`config.mk`:
```
export PLATFORM = sky130hd
export DESIGN_NAME = refdiv_dual
export DESIGN_NICKNAME = d
export VERILOG_FILES = /design/src/rtl/refdiv_pkg.sv /design/src/rtl/refdiv_ratio_reg.sv /design/src/rtl/refdiv_counter.sv /design/src/rtl/refdiv_strobes.sv /design/src/rtl/refdiv_dual.sv
export SDC_FILE = /design/constraint.sdc
export NUM_CORES = 1
export LEC_CHECK = 0
export BUFFER_PORTS_ARGS = -buffer_cell sky130_fd_sc_hd__buf_2
export CAP_MARGIN = 20
export CORE_ASPECT_RATIO = 0.9
export CORE_MARGIN = 3
export CORE_UTILIZATION = 40
export CTS_CLUSTER_DIAMETER = 40
export DETAILED_ROUTE_END_ITERATION = 10
export PLACE_DENSITY = 0.59
export SLEW_MARGIN = 0
export SYNTH_ARGS = -nofsm -noshare
export SYNTH_HDL_FRONTEND = slang
export SYNTH_SLANG_ARGS = --single-unit
```
`constraint.sdc`:
```
create_clock -name clk_ref -period 6.2 [get_ports clk_ref]
set_input_delay 0.62 -clock clk_ref [delete_from_list [all_inputs] [get_ports clk_ref]]
set_output_delay 0.62 -clock clk_ref [all_outputs]
set_load 0.02 [all_outputs]
```
`src/rtl/refdiv_pkg.sv`:
```
package refdiv_pkg;
  typedef struct packed {
    logic a;
    logic b;
  } strobe_pair_t;
endpackage

```
`src/rtl/refdiv_ratio_reg.sv`:
```
module refdiv_ratio_reg #(
  parameter int RW   = 12,
  parameter int RMIN = 8,
  parameter int RDEF = 10
) (
  input  logic          clk,
  input  logic          rst_n,
  input  logic [RW-1:0] ratio_in,
  input  logic          ratio_ld,
  input  logic          boundary,
  output logic [RW-1:0] cur_ratio
);
  localparam logic [RW-1:0] MIN_V = RW'(RMIN);
  localparam logic [RW-1:0] DEF_V = RW'(RDEF);

  logic [RW-1:0] pend_q;
  logic [RW-1:0] clamped;
  logic [RW-1:0] eff_pend;

  always_comb begin
    clamped  = (ratio_in < MIN_V) ? MIN_V : ratio_in;
    eff_pend = ratio_ld ? clamped : pend_q;
  end

  always_ff @(posedge clk or negedge rst_n) begin
    if (!rst_n) begin
      pend_q    <= DEF_V;
      cur_ratio <= DEF_V;
    end else begin
      pend_q <= eff_pend;
      if (boundary) cur_ratio <= eff_pend;
    end
  end
endmodule

```
`src/rtl/refdiv_counter.sv`:
```
module refdiv_counter #(
  parameter int RW = 12
) (
  input  logic          clk,
  input  logic          rst_n,
  input  logic [RW-1:0] cur_ratio,
  output logic          boundary,
  output logic          rise_next,
  output logic          wave
);
  localparam logic [RW-1:0] ONE = RW'(1);

  logic [RW-1:0] cnt_q;
  logic [RW-1:0] cnt_nxt;
  logic [RW-1:0] low_len;

  always_comb begin
    low_len   = cur_ratio - (cur_ratio >> 1);
    boundary  = (cnt_q == cur_ratio - ONE);
    cnt_nxt   = boundary ? '0 : cnt_q + ONE;
    rise_next = (cnt_nxt == low_len);
  end

  always_ff @(posedge clk or negedge rst_n) begin
    if (!rst_n) begin
      cnt_q <= '0;
      wave  <= 1'b0;
    end else begin
      cnt_q <= cnt_nxt;
      wave  <= (cnt_nxt >= low_len);
    end
  end
endmodule

```
`src/rtl/refdiv_strobes.sv`:
```
module refdiv_strobes
  import refdiv_pkg::*;
(
  input  logic         clk,
  input  logic         rst_n,
  input  logic         half_b,
  input  logic         rise_next,
  input  logic         boundary,
  output strobe_pair_t stb
);
  logic skip_q;

  always_ff @(posedge clk or negedge rst_n) begin
    if (!rst_n) begin
      stb    <= '0;
      skip_q <= 1'b0;
    end else begin
      stb.a <= rise_next;
      stb.b <= boundary && !(half_b && skip_q);
      if (!half_b)       skip_q <= 1'b0;
      else if (boundary) skip_q <= !skip_q;
    end
  end
endmodule

```
`src/rtl/refdiv_dual.sv`:
```
module refdiv_dual
  import refdiv_pkg::*;
#(
  parameter int RW   = 12,
  parameter int RMIN = 8,
  parameter int RDEF = 10
) (
  input  logic          clk_ref,
  input  logic          rst_n,
  input  logic [RW-1:0] ratio_in,
  input  logic          ratio_ld,
  input  logic          half_b,
  output logic          strobe_a,
  output logic          strobe_b,
  output logic          div_wave
);
  logic [RW-1:0] cur_ratio;
  logic          boundary;
  logic          rise_next;
  strobe_pair_t  stb;

  refdiv_ratio_reg #(.RW(RW), .RMIN(RMIN), .RDEF(RDEF)) u_ratio (
    .clk(clk_ref), .rst_n(rst_n), .ratio_in(ratio_in), .ratio_ld(ratio_ld),
    .boundary(boundary), .cur_ratio(cur_ratio)
  );

  refdiv_counter #(.RW(RW)) u_cnt (
    .clk(clk_ref), .rst_n(rst_n), .cur_ratio(cur_ratio),
    .boundary(boundary), .rise_next(rise_next), .wave(div_wave)
  );

  refdiv_strobes u_stb (
    .clk(clk_ref), .rst_n(rst_n), .half_b(half_b), .rise_next(rise_next),
    .boundary(boundary), .stb(stb)
  );

  assign strobe_a = stb.a;
  assign strobe_b = stb.b;
endmodule

```
==> qor.yml, run 1 <==
required_ns: 6.38
cts_tree: "yes"
power_uw: 479
dp_hpwl_um: 4760
async_flop_share_pct: 100
hp-class: "in2async"
switching_share_pct: 25.0
drc: 0
critPathKind: "reg2reg"
clock.fmax_mhz: 271
drt-total-wl_um: 5950
rsz0062_at_grt: "no"
drt-wirelength-per-cell_um: 15.4
start_util_pct: 42.2
drive_gt1_share_pct: 18.5
io_pins: 19
crit_fanout: 14
overflow: 0
p_leak_nw: 1.43
vias: 2000
die_area_um2: 8150
synth_ff_type: "dfrtp_1"
hold_ws_ns: 0.435
cap_violations: 0
cts_max_level: 2
p_int_uw: 359
clk_pin_slew_ns: 0.08
arrival_ns: 3.87
endpoint_kind: "register"
crit_path_max_incr_delay_ns: 0.69
hold_buffers: 0
antenna_found_initial: 0
synth_seq_area_share_pct: 35.4
combPwrFrac_pct: 5.0
fin_ws_ns: 2.51
grt_first_pass_wirelength_um: 10200
postCtsSetupBuffers: 0
fin_crit_sh_pct: 59.5
p_sw_uw: 120
fin_util_pct: 46.2
postSynthCellCount: 275
seqPwrFrac_pct: 56.5
pwr_density_cell_nw_per_um2: 154
fin_nets: 349
grt_use_total_pct: 16.4
clock-root-buffer: "clkbuf_8"
grt_pass1_vias: 2026
synth_warnings: 0
io_buffers: 18
synthDistinctLibCells: 45
report.final.slew_viol_count: 0
tightestPinTransition_ns: 0.886
syn_area_per_cell_um2: 10.3
cts_resized: 0
tns_ns: 0
worstPathCellList: "inv_1 > ha_1 > nand4b_1 > o21ai_0 > nand2_1 > xnor2_1 > nor4_4 > nor2b_1 > ha_1 > nor2b_1 > o21a_1 > o21ai_0 > a211oi_1 > a211oi_1 > o21ai_0"
status: "finished clean"
fin_skew_ns: 0.00851
synth_fp_nets: 328
dp_cells: 379
core_um2: 6730
drtIter0Drc: 56
maxSlewHeadroom_pct: 40.9
die_width_um: 94.8
cts_buffer_depth: 2
finalWorstPathRequiredPeriod_ns: 3.69
via_per_inst: 5.17
area.growth.synth_to_final_pct: 9.43
netlist_area_um2: 2840
antenna_cells: 0
startpoint_type: "register"
slowest_stage: "nor4_4"
numCtsBuffers: 5
die_y_um: 85.9
ys_ff_latch: 40
clkPwrFrac_pct: 38.5
stdcell_count: 387
clk_latency_ns: 0.31
std_cell_rows: 28
gp_congestion: 0.856
hold_viol_final: 0
peakVddDrop_uv: 88.4
drt-pass1-iter-count: 4
cts.sinks: 40
antenna_left: 0
dp_slack_ns: 2.49
setup_viol: 0
placed_area_um2: 3020
synth_edf_count: 0
cp_common_cell: "o21ai_0"
final_cell_area_um2: 3110
grt_max_degree: 41
[synth_stat cells, types with 2 or more instances]
library cell   n  share of area [%]
buf_6          2               0.79
nand4b_1       2               0.62
mux2_4         5                2.6
and4_1         2               0.62
or2_2          2               0.44
dfrtp_1       36                 32
nor3_1         6                1.1
xnor2_1       22                6.8
nand4_1        2               0.44
a31oi_1        2               0.44
nor2b_1        4               0.88
nand2b_1       2               0.44
ha_1          36                 16
clkbuf_1       2               0.26
a211oi_1       3               0.79
a21o_1         3               0.79
nor4_1         4               0.88
or4_1          2               0.53
xor2_1        17                5.2
a22o_1         3               0.93
nor2_1        22                2.9
inv_1         25                3.3
o21a_1         2               0.53
nand2_1        6               0.79
a21oi_1       11                1.9
o21ai_0        3               0.53
and3_1         5                1.1
nand3_1       10                1.8
dfstp_2        4                3.7
mux2_2        15                5.9
[power by group through the flow]
stage,Clock (mW),Combinational [mW],Sequential (mW)
after global placement,0,0.0244,0.276
after detailed placement,0,0.0250,0.276
after CTS,0.190,0.0251,0.271
after floorplan,0,0.0113,0.275
final,0.184,0.0242,0.271
after global routing,0.204,0.0279,0.272
[registers in the layout, summed over array words and instances (netlist names)]
name and flops:
u_cnt.cnt_q 12, u_cnt.wave 1, u_ratio.cur_ratio 12, u_ratio.pend_q 12, u_stb.skip_q 1, u_stb.stb 2
[placed cells by master, fill, tap and decap left out, types with 4 or more instances in the layout]
cell type  Yosys  layout
nor2_1        22      22
nor2b_1        4       4
nand3_1       10      10
clkbuf_8       0       5
xor2_1        17      17
ha_1          36      36
inv_1         25      25
nand2_1        6       6
xnor2_1       22      22
buf_2          1      18
mux2_4         5       5
nor4_1         4       4
mux2_2        15      15
dfstp_2        4       4
a21oi_1       11      11
nor3_1         6       6
dfrtp_1       36      36
and3_1         5       5
[critical path: cells and delay by family (launching register included)]
kind                     cells  cell delay, ns
AND/OR/NAND/NOR              5            1.29
adder cells (fa/ha/maj)      2            0.58
XOR/XNOR                     1            0.18
flip-flops                   1            0.43
AO/OA/AOI/OAI                6            0.94
buffers and inverters        1            0.16
[final timing paths]
| check | from | endpoint | slack, ns | depth (start not counted) |
|---|---|---|---|---|
| hold / removal | rst_n | u_ratio.pend_q[0] | 0.44 | 1 |
| hold reg to reg | u_ratio.pend_q[7] | u_ratio.pend_q[7] | 0.50 | 1 |
| max in group asynchronous | rst_n | u_ratio.cur_ratio[2] | 5.22 | 1 |
| min in group clk_ref | u_ratio.pend_q[7] | u_ratio.pend_q[7] | 0.50 | 1 |
| setup / recovery | u_ratio.cur_ratio[2] | u_cnt.wave | 2.51 | 15 |
| setup reg to reg | u_ratio.cur_ratio[2] | u_cnt.wave | 2.51 | 15 |
[layout make-up]
type | count | area (um2)
clock buffers | 5 | 68.8
clock inverters | 3 | 23.8
fillers | 647 | 3620
inverters | 25 | 93.8
multi-input cells | 205 | 1710
flip-flops and latches | 40 | 1010
well taps | 90 | 113
repair buffers | 19 | 97.6
[routing by layer]
layer	routed length (um)	GRT usage [%]	share of wire, %	up-vias
li1	-	-	-	991
met1	3050	24.2	51	965
met2	2600	24.1	44	33
met3	198	3.16	3.3	11
met4	97	5.24	1.6	0
met5	0	0	0	-
[kinds of logic after synthesis]
kind of cell	count (synthesis)	share of synthesized area, %
mux	21	8.94
flops	40	35.4
fa+ha+maj	37	16.6
simple gates	72	13.9
xor+xnor	39	12.0
compound gates	36	8.63
buf+inv	30	4.54
No activity file was read; power rests on OpenSTA's default activity.
==> run 2: changes to the inputs <==
clock period = 3.5 ns   (was 6.2 ns; I/O delays follow)
==> qor.yml, run 2 (same netlist as run 1, synthesis figures left out) <==
placed_area_um2: 3050
clk_pin_slew_ns: 0.09
gp_congestion: 0.897
fin_crit_sh_pct: 96.0
std_cell_rows: 28
finalWorstPathRequiredPeriod_ns: 3.36
tightestPinTransition_ns: 0.912
drtIter0Drc: 66
clock-root-buffer: "clkbuf_8"
drc: 0
clock.fmax_mhz: 298
antenna_cells: 0
reg2reg_slack_ns: 0.14
die_area_um2: 8150
p_leak_nw: 1.50
setup_viol: 0
grt_pass1_vias: 1996
vias: 1972
drt-pass1-iter-count: 4
start_util_pct: 42.2
clk_latency_ns: 0.30
hp-class: "in2async"
report.final.slew_viol_count: 0
dp_hpwl_um: 4690
arrival_ns: 3.54
antenna_found_initial: 0
critPathLaunch: "u_ratio.cur_ratio[1]"
tns_ns: 0
grt_max_degree: 41
area.growth.synth_to_final_pct: 12.9
rr_endpoint: "u_cnt.wave"
die_width_um: 94.8
endpoint_kind: "register"
rr_startpoint: "u_ratio.cur_ratio[1]"
status: "finished clean"
top_regs: "u_cnt.cnt_q: 12 flops, u_ratio.cur_ratio: 12 flops, u_ratio.pend_q: 12 flops"
drive_gt1_share_pct: 21.9
cap_violations: 0
numCtsBuffers: 5
critPathKind: "reg2reg"
final_cell_mix: "ha_1 (36), dfrtp_1 (36), inv_1 (24)"
die_y_um: 85.9
cts.sinks: 40
cts_buffer_depth: 2
grt_first_pass_wirelength_um: 10000
via_per_inst: 4.98
maxSlewHeadroom_pct: 39.2
final_cell_area_um2: 3210
cts_max_level: 2
crit_fanout: 7
r2r.worst_path.cells: 16
drt-wirelength-per-cell_um: 14.9
fin_skew_ns: 0.00763
core_um2: 6730
startpoint_type: "register"
io_pins: 19
hold_buffers: 0
grt_use_total_pct: 15.9
pwr_density_cell_nw_per_um2: 285
cts_tree: "yes"
drt-total-wl_um: 5920
io_buffers: 18
antenna_left: 0
overflow: 0
hold_viol_final: 0
required_ns: 3.68
cp-endpoint: "u_cnt.wave"
peakVddDrop_uv: 148
fin_nets: 358
rsz0062_at_grt: "no"
-- run 2: repair_timing --
| action | CTS | global route |
|---|---|---|
| pin swaps | 1 | 6 |
| endpoints found under the setup margin | 1 | 2 |
| setup buffers | 1 | 4 |
| gates cloned | 0 | 0 |
| resized for setup | 1 | 4 |
-- run 2: layout make-up --
type,count,area [um2]
inverter,25,93.8
tap,90,113
fill,659,3520
timing repair buffer,28,169
sequential,40,1010
clock inverter,3,42.5
clock buffer,5,68.8
multi-input combinational,205,1710
-- run 2: report_power, final --
group          internal, mW  leakage [nW]  switching, mW  total [mW]
Combinational        0.0184         0.939         0.0241      0.0425
Sequential            0.476         0.503        0.00283       0.479
Clock                 0.211        0.0541          0.180       0.391
-- run 2: per-layer routing --
metal  up-vias  global-route usage [%]  part of all wire, %
met5         -                       0                    0
met3         4                    2.98                  3.2
met1       926                    23.5                   52
met4         0                    3.15                 0.68
li1       1015                       -                    -
met2        27                    24.3                   44
-- run 2: how the worst min path moves through the flow --
stage	end	depth (start not counted)	startpoint	slack (ns)
finish	u_ratio.pend_q[2]	1	rst_n	0.18
global route	u_ratio.pend_q[5]	1	rst_n	0.26
CTS	u_ratio.pend_q[2]	1	rst_n	0.22
detailed placement	u_ratio.pend_q[8]	1	u_ratio.pend_q[8]	0.49
global placement	u_ratio.pend_q[7]	1	u_ratio.pend_q[7]	0.48
floorplan	u_cnt.cnt_q[0]	0	rst_n	0.05
-- run 2: critical path: stages, from the launching register on --
cell and delay (ns):
dfstp_2 0.54, inv_1 0.06, ha_1 0.32, xnor2_1 0.14, nor2_1 0.18, o2111a_1 0.26
nand4b_1 0.17, nor4_4 0.17, buf_4 0.19, nor2b_1 0.07, ha_1 0.30, nor2b_1 0.14
o21a_1 0.15, o21ai_0 0.14, a211oi_1 0.10, a211oi_1 0.23, o21ai_1 0.08
-- run 2: metrics by stage --
step	utilization [%]	hold slack, ns	worst slack, ns	total power [mW]	std cells
floorplan	-	0.0544	0.144	0.508	275
global placement	45.3	0.479	0.174	0.531	383
detailed placement	45.3	0.487	0.0364	0.532	383
finish	47.7	0.175	0.141	0.913	396
CTS	47.1	0.220	0.0202	0.923	392
global route	47.7	0.257	0.00505	0.949	396
